==> src/rtl/seq_mult.sv <==
module seq_mult #(
  parameter int W = 8
) (
  input  logic           clk,
  input  logic           rst_n,
  input  logic           go,
  input  logic [W-1:0]   mcand_in,
  input  logic [W-1:0]   mplier_in,
  output logic [2*W-1:0] product,
  output logic           busy,
  output logic           done
);
  localparam int CW = (W > 1) ? $clog2(W) : 1;
  localparam logic [CW-1:0] CNT_INIT = CW'(W - 1);

  typedef enum logic [1:0] {S_IDLE = 2'b00, S_ADD = 2'b01, S_SHIFT = 2'b10} st_t;

  st_t           st;
  logic [W-1:0]  mcand, acc, mplier;
  logic          carry;
  logic [CW-1:0] cnt;

  wire       zero = (cnt == '0);
  wire [W:0] sum  = {1'b0, acc} + {1'b0, mcand};

  assign product = {acc, mplier};
  assign busy    = (st != S_IDLE);

  always_ff @(posedge clk or negedge rst_n) begin
    if (!rst_n) begin
      st     <= S_IDLE;
      mcand  <= '0;
      acc    <= '0;
      mplier <= '0;
      carry  <= 1'b0;
      cnt    <= '0;
      done   <= 1'b0;
    end else begin
      done <= 1'b0;
      case (st)
        S_IDLE: if (go) begin
          carry  <= 1'b0;
          acc    <= '0;
          cnt    <= CNT_INIT;
          mcand  <= mcand_in;
          mplier <= mplier_in;
          st     <= S_ADD;
        end
        S_ADD: begin
          if (mplier[0]) {carry, acc} <= sum;
          st <= S_SHIFT;
        end
        S_SHIFT: begin
          {carry, acc, mplier} <= {1'b0, carry, acc, mplier[W-1:1]};
          cnt <= cnt - 1'b1;
          if (zero) begin
            st   <= S_IDLE;
            done <= 1'b1;
          end else begin
            st <= S_ADD;
          end
        end
        default: st <= S_IDLE;
      endcase
    end
  end

  AST_STATE_LEGAL: assert property (@(posedge clk) disable iff (!rst_n)
    st != 2'b11);
  AST_GO_STARTS: assert property (@(posedge clk) disable iff (!rst_n)
    (st == S_IDLE && go) |=> (st == S_ADD && busy));
  AST_ADD_THEN_SHIFT: assert property (@(posedge clk) disable iff (!rst_n)
    (st == S_ADD) |=> (st == S_SHIFT));
  AST_CARRY_CLEARED: assert property (@(posedge clk) disable iff (!rst_n)
    (st == S_SHIFT) |=> !carry);
  AST_DONE_PULSE: assert property (@(posedge clk) disable iff (!rst_n)
    done |=> !done);
  AST_DONE_IDLE: assert property (@(posedge clk) disable iff (!rst_n)
    done |-> !busy);
  AST_IDLE_HOLD: assert property (@(posedge clk) disable iff (!rst_n)
    (st == S_IDLE && !go) |=> ($stable(product) && !busy));
  AST_OPERAND_HOLD: assert property (@(posedge clk) disable iff (!rst_n)
    (st != S_IDLE) |=> $stable(mcand));
endmodule

==> config.mk <==
export PLATFORM = sky130hd
export DESIGN_NAME = seq_mult
export DESIGN_NICKNAME = d
export VERILOG_FILES = /design/src/rtl/seq_mult.sv
export SDC_FILE = /design/constraint.sdc
export NUM_CORES = 1
export LEC_CHECK = 0
export BUFFER_PORTS_ARGS = -buffer_cell sky130_fd_sc_hd__buf_2
export CELL_PAD_IN_SITES_DETAIL_PLACEMENT = 0
export CELL_PAD_IN_SITES_GLOBAL_PLACEMENT = 1
export CORE_UTILIZATION = 42
export CTS_CLUSTER_SIZE = 30
export DETAILED_ROUTE_END_ITERATION = 8
export GPL_ROUTABILITY_DRIVEN = 0
export PLACE_DENSITY_LB_ADDON = 0.12
export RECOVER_POWER = 25
export SLEW_MARGIN = 20
export SYNTH_ARGS = -nofsm -noshare
export SYNTH_HDL_FRONTEND = slang
export SYNTH_SLANG_ARGS = --single-unit
export TNS_END_PERCENT = 30
==> constraint.sdc <==
create_clock -name clk -period 2 [get_ports clk]
set_input_delay 0.1 -clock clk [delete_from_list [all_inputs] [get_ports clk]]
set_output_delay 0.1 -clock clk [all_outputs]
set_load 0.03 [all_outputs]
# [Word level (Yosys, flattened, before mapping)]
# Index checks and enable logic that the tools add are counted.
[classes] add_sub_neg=2 n_eq_ne=4 muxes=15 reduce_logical=8
[op_table] cell="$mux W8" n=3
[op_table] cell="$pmux W8 S3" n=1
[op_table] cell="$pmux W8 S2" n=1
[op_table] cell="$add A8 B8 Y9" n=1
[op_table] cell="$pmux W2 S3" n=1
[op_table] cell="$pmux W3 S2" n=1
[op_table] cell="$mux W1" n=5
[op_table] cell="$ne A2 B2 Y1 const B" n=2
[op_table] cell="$reduce_and A2 Y1" n=2
[op_table] cell="$reduce_bool A2 Y1" n=2
[op_table] cell="$logic_not A3 Y1" n=1
[op_table] cell="$mux W3" n=1
[op_table] cell="$pmux W1 S3" n=1
[op_table] cell="$reduce_and A3 Y1" n=1
[op_table] cell="$reduce_bool A3 Y1" n=1
[op_table] cell="$sub A3 B1 Y3 const B" n=1
[op_table] cell="$eq A2 B1 Y1 const B" n=1
[op_table] cell="$eq A2 B2 Y1 const B" n=1
[op_table] cell="$logic_not A2 Y1" n=1
[op_table] cell="$mux W2" n=1
[totals] reg_bits=31 inputBits=19 elab_cells=36

# [Logic depth before layout (Yosys ltp)]
[logic_depth] word_depth=3 mapped_depth=8 depth_no_buf=8

# [Worst setup path after synthesis]
# No wires, ideal clock.
[synth_path] kind="register to register" from="reg acc[0]" to="reg carry" t_arrival_ps=1966 required_time_ps=1905 setup_slack_ps=-62 stages_incl_launch_ff=9 path_cell_list="dfrtp_1 > ha_1 > inv_1 > fa_1 > nand2b_1 > a21oi_2 > o21a_2 > a311oi_1 > o31ai_1"
[synth_via] elab_chain_len=3
[synth_rtl] item="start, declared" line="19" text="logic [W-1:0] mcand, acc, mplier;"
[synth_rtl] item="start signal, assigned" line="50" text="if (mplier[0]) {carry, acc} <= sum;"
[synth_rtl] item="start signal, assigned" line="54" text="{carry, acc, mplier} <= {1'b0, carry, acc, mplier[W-1:1]};"
[synth_rtl] item="$add A8 B8 Y9" line="24" text="wire [W:0] sum = {1'b0, acc} + {1'b0, mcand};"
[synth_rtl] item="$mux W1" line="50"
[synth_rtl] item="$pmux W1 S3" line="40" text="case (st)"
[synth_rtl] item="end signal, assigned" line="50"
[synth_rtl] item="end signal, assigned" line="54"
[synth_rtl] item="end, declared" line="20" text="logic carry;"
# No other way between the ends. The select of a mux whose other input is x is not followed.
# A chain may end at the register's enable or synchronous reset.

# [Final worst setup path]
[layout_path] from="reg mcand[0]" to="reg carry"
[layout_via] elab_chain_len=3
[layout_rtl] item="start, declared" line="19"
[layout_rtl] item="start signal, assigned" line="45" text="mcand <= mcand_in;"
[layout_rtl] item="$add A8 B8 Y9" line="24"
[layout_rtl] item="$mux W1" line="50"
[layout_rtl] item="$pmux W1 S3" line="40"
# No other way between the ends. The select of a mux whose other input is x is not followed.

==> impl_summary.log <==
[metrics] layout cell share with drive strength beyond 1: 0.2795
[metrics] post-detailed-routing wire length: roughly 4.4 mm
[metrics] Avg Synthesized Cell Area: 10.07 µm²
[metrics] Std-Cell Rows: 23
[metrics] ordered cell list for the critical path: ha_4, inv_1, fa_2, nand2b_4, a21oi_4, o21a_2, a311oi_1, o31ai_1
[metrics] highest-count cells in the layout ignoring fill and taps: sky130_fd_sc_hd__dfrtp_1, sky130_fd_sc_hd__buf_2, sky130_fd_sc_hd__a21oi_1, sky130_fd_sc_hd__nand2_1, sky130_fd_sc_hd__ha_1
[metrics] CP arrival: about 2.1 ns
[metrics] count of flip-flops with a built-in enable after synthesis: 0
[metrics] Final period util: 0.9316
[metrics] average wire per standard cell: about 16 µm
[metrics] number of clock sinks: 31
[metrics] CP required: 2.19 ns
[metrics] Overflow after GRT: 0
[metrics] Crit. Startpoint: mcand[0]
[metrics] YS warnings: 0
[metrics] Post-layout nets: 262
[metrics] share of flip-flops with an asynchronous set or reset: 1.000
[metrics] number of buffers added by the clock tree synthesis step: 5
[metrics] headroom to the max-slew limit: 0.4648
[metrics] Hold Path Class: input pin to register
[metrics] biggest area consumer among synthesized cells: sky130_fd_sc_hd__dfrtp_1
[metrics] number of DRC markers after the initial detailed-route iteration: 64
[metrics] share of synthesized area occupied by flip-flops and latches: 0.4164
[metrics] R2R Path Start: mcand[0]
[metrics] Final Skew: 0.007655 ns
[metrics] Clock Tree Buf Depth: 2
[metrics] pin count of the biggest net entering global routing: 32
[metrics] synth-to-layout area growth: 19.54%
[metrics] number of maximum-capacitance violations: 0
[metrics] effective utilization at floorplan: 0.4527
[metrics] CTS root buffer: sky130_fd_sc_hd__clkbuf_8
[metrics] detailed-routing iteration count for the pre-antenna-repair pass: 4
[metrics] master of the slowest instance on the critical path: sky130_fd_sc_hd__dfrtp_1
[metrics] via count of the first global-routing pass: approximately 1600
[metrics] sort of element at the start of the critical path: register
[metrics] IO Count: 37
[metrics] kind of capture point of the worst setup path: register
[metrics] largest vdd supply drop: ~0.6 mV
[metrics] die area: between 4000 and 5000 µm²
[metrics] final cell area excluding filler cells: ~2200 µm²
[metrics] min cycle time layout: 1.863 ns
[metrics] Final Hold Fails: 0
[metrics] number of antenna violations at the first check in global routing: 0
[metrics] Tightest Pin Transition: 0.8028 ns
[metrics] post-synth design cell area: 1863 µm²
[metrics] drt via density: 5.516
[metrics] first-pass GRT wire length: 7.196 mm
[metrics] net count after synthesis: 219
[metrics] number of different library cells in the post-synthesis netlist: 46
[metrics] Pins Over Slew Limit: 0
[metrics] detailed-route DRC error count: 0
[metrics] antenna-violating nets left: 0
[metrics] synthesis-stage register bit count: 31
[metrics] clock edge transition at the registers on the reported setup and hold paths: 0.07 ns
[metrics] Synth Flop Type: sky130_fd_sc_hd__dfrtp_1
[metrics] height of the chip: roughly 70 µm
[metrics] setup TNS: 0 ns
[metrics] Worst Reg2Reg Path Length in Cells: 8
[metrics] DP HPWL: 3.152 mm
[metrics] setup repair after global routing missed its margin: no
[metrics] end of the worst register-to-register path: carry
[metrics] clock tree from TritonCTS: yes
[metrics] floorplan core area: 4115 µm²
[metrics] reported leakage power: 1.050 nW
[metrics] Max Clk Rate: 536.7 MHz
[metrics] final antenna diode count: 0
[metrics] leading cell type in the layout, fill and taps excluded: sky130_fd_sc_hd__dfrtp_1
[metrics] outcome: completed
[metrics] power per cell area: 1688 nW/µm²
[metrics] clock insertion delay at the later pin of the skew report: 0.28 ns
[metrics] fraction of synthesized cell area taken by the top area cell type: 0.4164
[metrics] total of endpoints with negative setup slack in the final report: 0
[metrics] count of buffers from port buffering: 36
[metrics] Cells after Synth: 185
[metrics] Total Routing Usage GR: 0.2151
[metrics] worst path bufs/invs: 1
[metrics] Top Family by Delay on Critical Path: compound AO/OA/AOI/OAI gates
[metrics] main area contributors after synthesis: sky130_fd_sc_hd__dfrtp_1, sky130_fd_sc_hd__ha_1, sky130_fd_sc_hd__mux2_2
[metrics] Die Wd: 68.60 µm
[metrics] critical-path maximum fanout: 3
[metrics] total via count in the routed design: 1539
[metrics] critical path class: register to register
[metrics] critical path depth: 8
[metrics] worst reg2reg setup slack: roughly 0.14 ns
[metrics] endpoint of the worst setup timing path: carry
[metrics] placed standard-cell area: between 2000 and 2500 µm²
[metrics] delay of the slowest critical-path stage: ~0.38 ns
[metrics] maximum level of the CTS H-tree: 2
-- through the flow --
step	instances	hold slack, ns	util	power [mW]	worst slack [ns]
CTS	278	0.03783	0.5360	3.751	0.02103
global placement	269	0.1846	0.5120	3.176	0.1044
detailed placement	269	0.1997	0.5120	3.250	0.03924
finish	279	0.04219	0.5412	3.760	0.1368
floorplan	185	-0.1956	-	2.664	0.03829
global route	279	0.03497	0.5412	4.063	0.007632
-- registers in the layout, indices dropped and copies added (netlist names) --
name / cells
mcand: 8
st: 2
carry: 1
cnt: 3
mplier: 8
acc: 8
done: 1
-- final cells by class --
cell class | instances | area, µm²
timing repair buffer | 43 | 226.5
multi-input combinational | 137 | 1042
tap | 50 | 62.56
fill | 392 | 1888
sequential | 31 | 777.0
clock inverter | 1 | 5.005
inverter | 10 | 37.54
clock buffer | 7 | 76.32
-- per-layer routing --
metal,vias up,GRT usage,share of wire
met3,6,0.05592,0.030
met5,-,0,0
met1,747,0.2480,0.44
met4,0,0.08333,0.014
li1,759,-,-
met2,27,0.3775,0.52
-- worst min path at each step --
stage	from	endpoint	cells past startpoint
after global placement	rst_n	mcand[4]	1
final	mcand_in[4]	mcand[4]	2
after detailed placement	rst_n	mcand[4]	1
after global routing	mcand_in[5]	mcand[5]	2
after floorplan	rst_n	acc[0]	0
after CTS	mcand_in[6]	mcand[6]	2
-- worst reg2reg max path, cell delays in order, from the launching register on --
cell,delay [ns]
sky130_fd_sc_hd__dfrtp_1,0.38
sky130_fd_sc_hd__ha_4,0.16
sky130_fd_sc_hd__inv_1,0.05
sky130_fd_sc_hd__fa_2,0.35
sky130_fd_sc_hd__nand2b_4,0.17
sky130_fd_sc_hd__a21oi_4,0.14
sky130_fd_sc_hd__o21a_2,0.17
sky130_fd_sc_hd__a311oi_1,0.09
sky130_fd_sc_hd__o31ai_1,0.27
-- timing repair --
item / in CTS / in global routing
setup endpoints to repair: 1 / 2
pin swaps: 1 / 3
cloned: 0 / 0
hold buffers: 1 / 0
setup buffers: 0 / 1
hold endpoints to repair: 31 / 0
resized for setup: 1 / 4
-- Yosys cell counts (4+ instances only) --
library cell / number
sky130_fd_sc_hd__a22oi_1: 8
sky130_fd_sc_hd__ha_1: 14
sky130_fd_sc_hd__dfrtp_1: 31
sky130_fd_sc_hd__o21ai_0: 9
sky130_fd_sc_hd__inv_1: 9
sky130_fd_sc_hd__and3_1: 8
sky130_fd_sc_hd__mux2_2: 8
sky130_fd_sc_hd__nor2b_1: 4
sky130_fd_sc_hd__nand3_1: 4
sky130_fd_sc_hd__a21oi_1: 14
sky130_fd_sc_hd__nand2_1: 14
sky130_fd_sc_hd__nor2_1: 7
sky130_fd_sc_hd__o21ai_1: 9
-- kinds of logic after synthesis --
kind of cell | count (synthesis) | synth area share
AND/OR/NAND/NOR | 50 | 0.1572
flip-flops | 31 | 0.4164
adder cells (fa/ha/maj) | 15 | 0.1048
buffers and inverters | 17 | 0.04029
AO/OA/AOI/OAI | 61 | 0.2183
multiplexers | 9 | 0.05373
XOR/XNOR | 2 | 0.009404
-- report_power, final --
| group | total, mW | internal, mW | switching (mW) |
|---|---|---|---|
| registers | 1.12 | 0.889 | 0.231 |
| logic | 2.16 | 0.805 | 1.36 |
| clock network | 0.477 | 0.244 | 0.233 |
| total | 3.76 | 1.94 | 1.82 |
No activity file was read; power rests on OpenSTA's default activity.
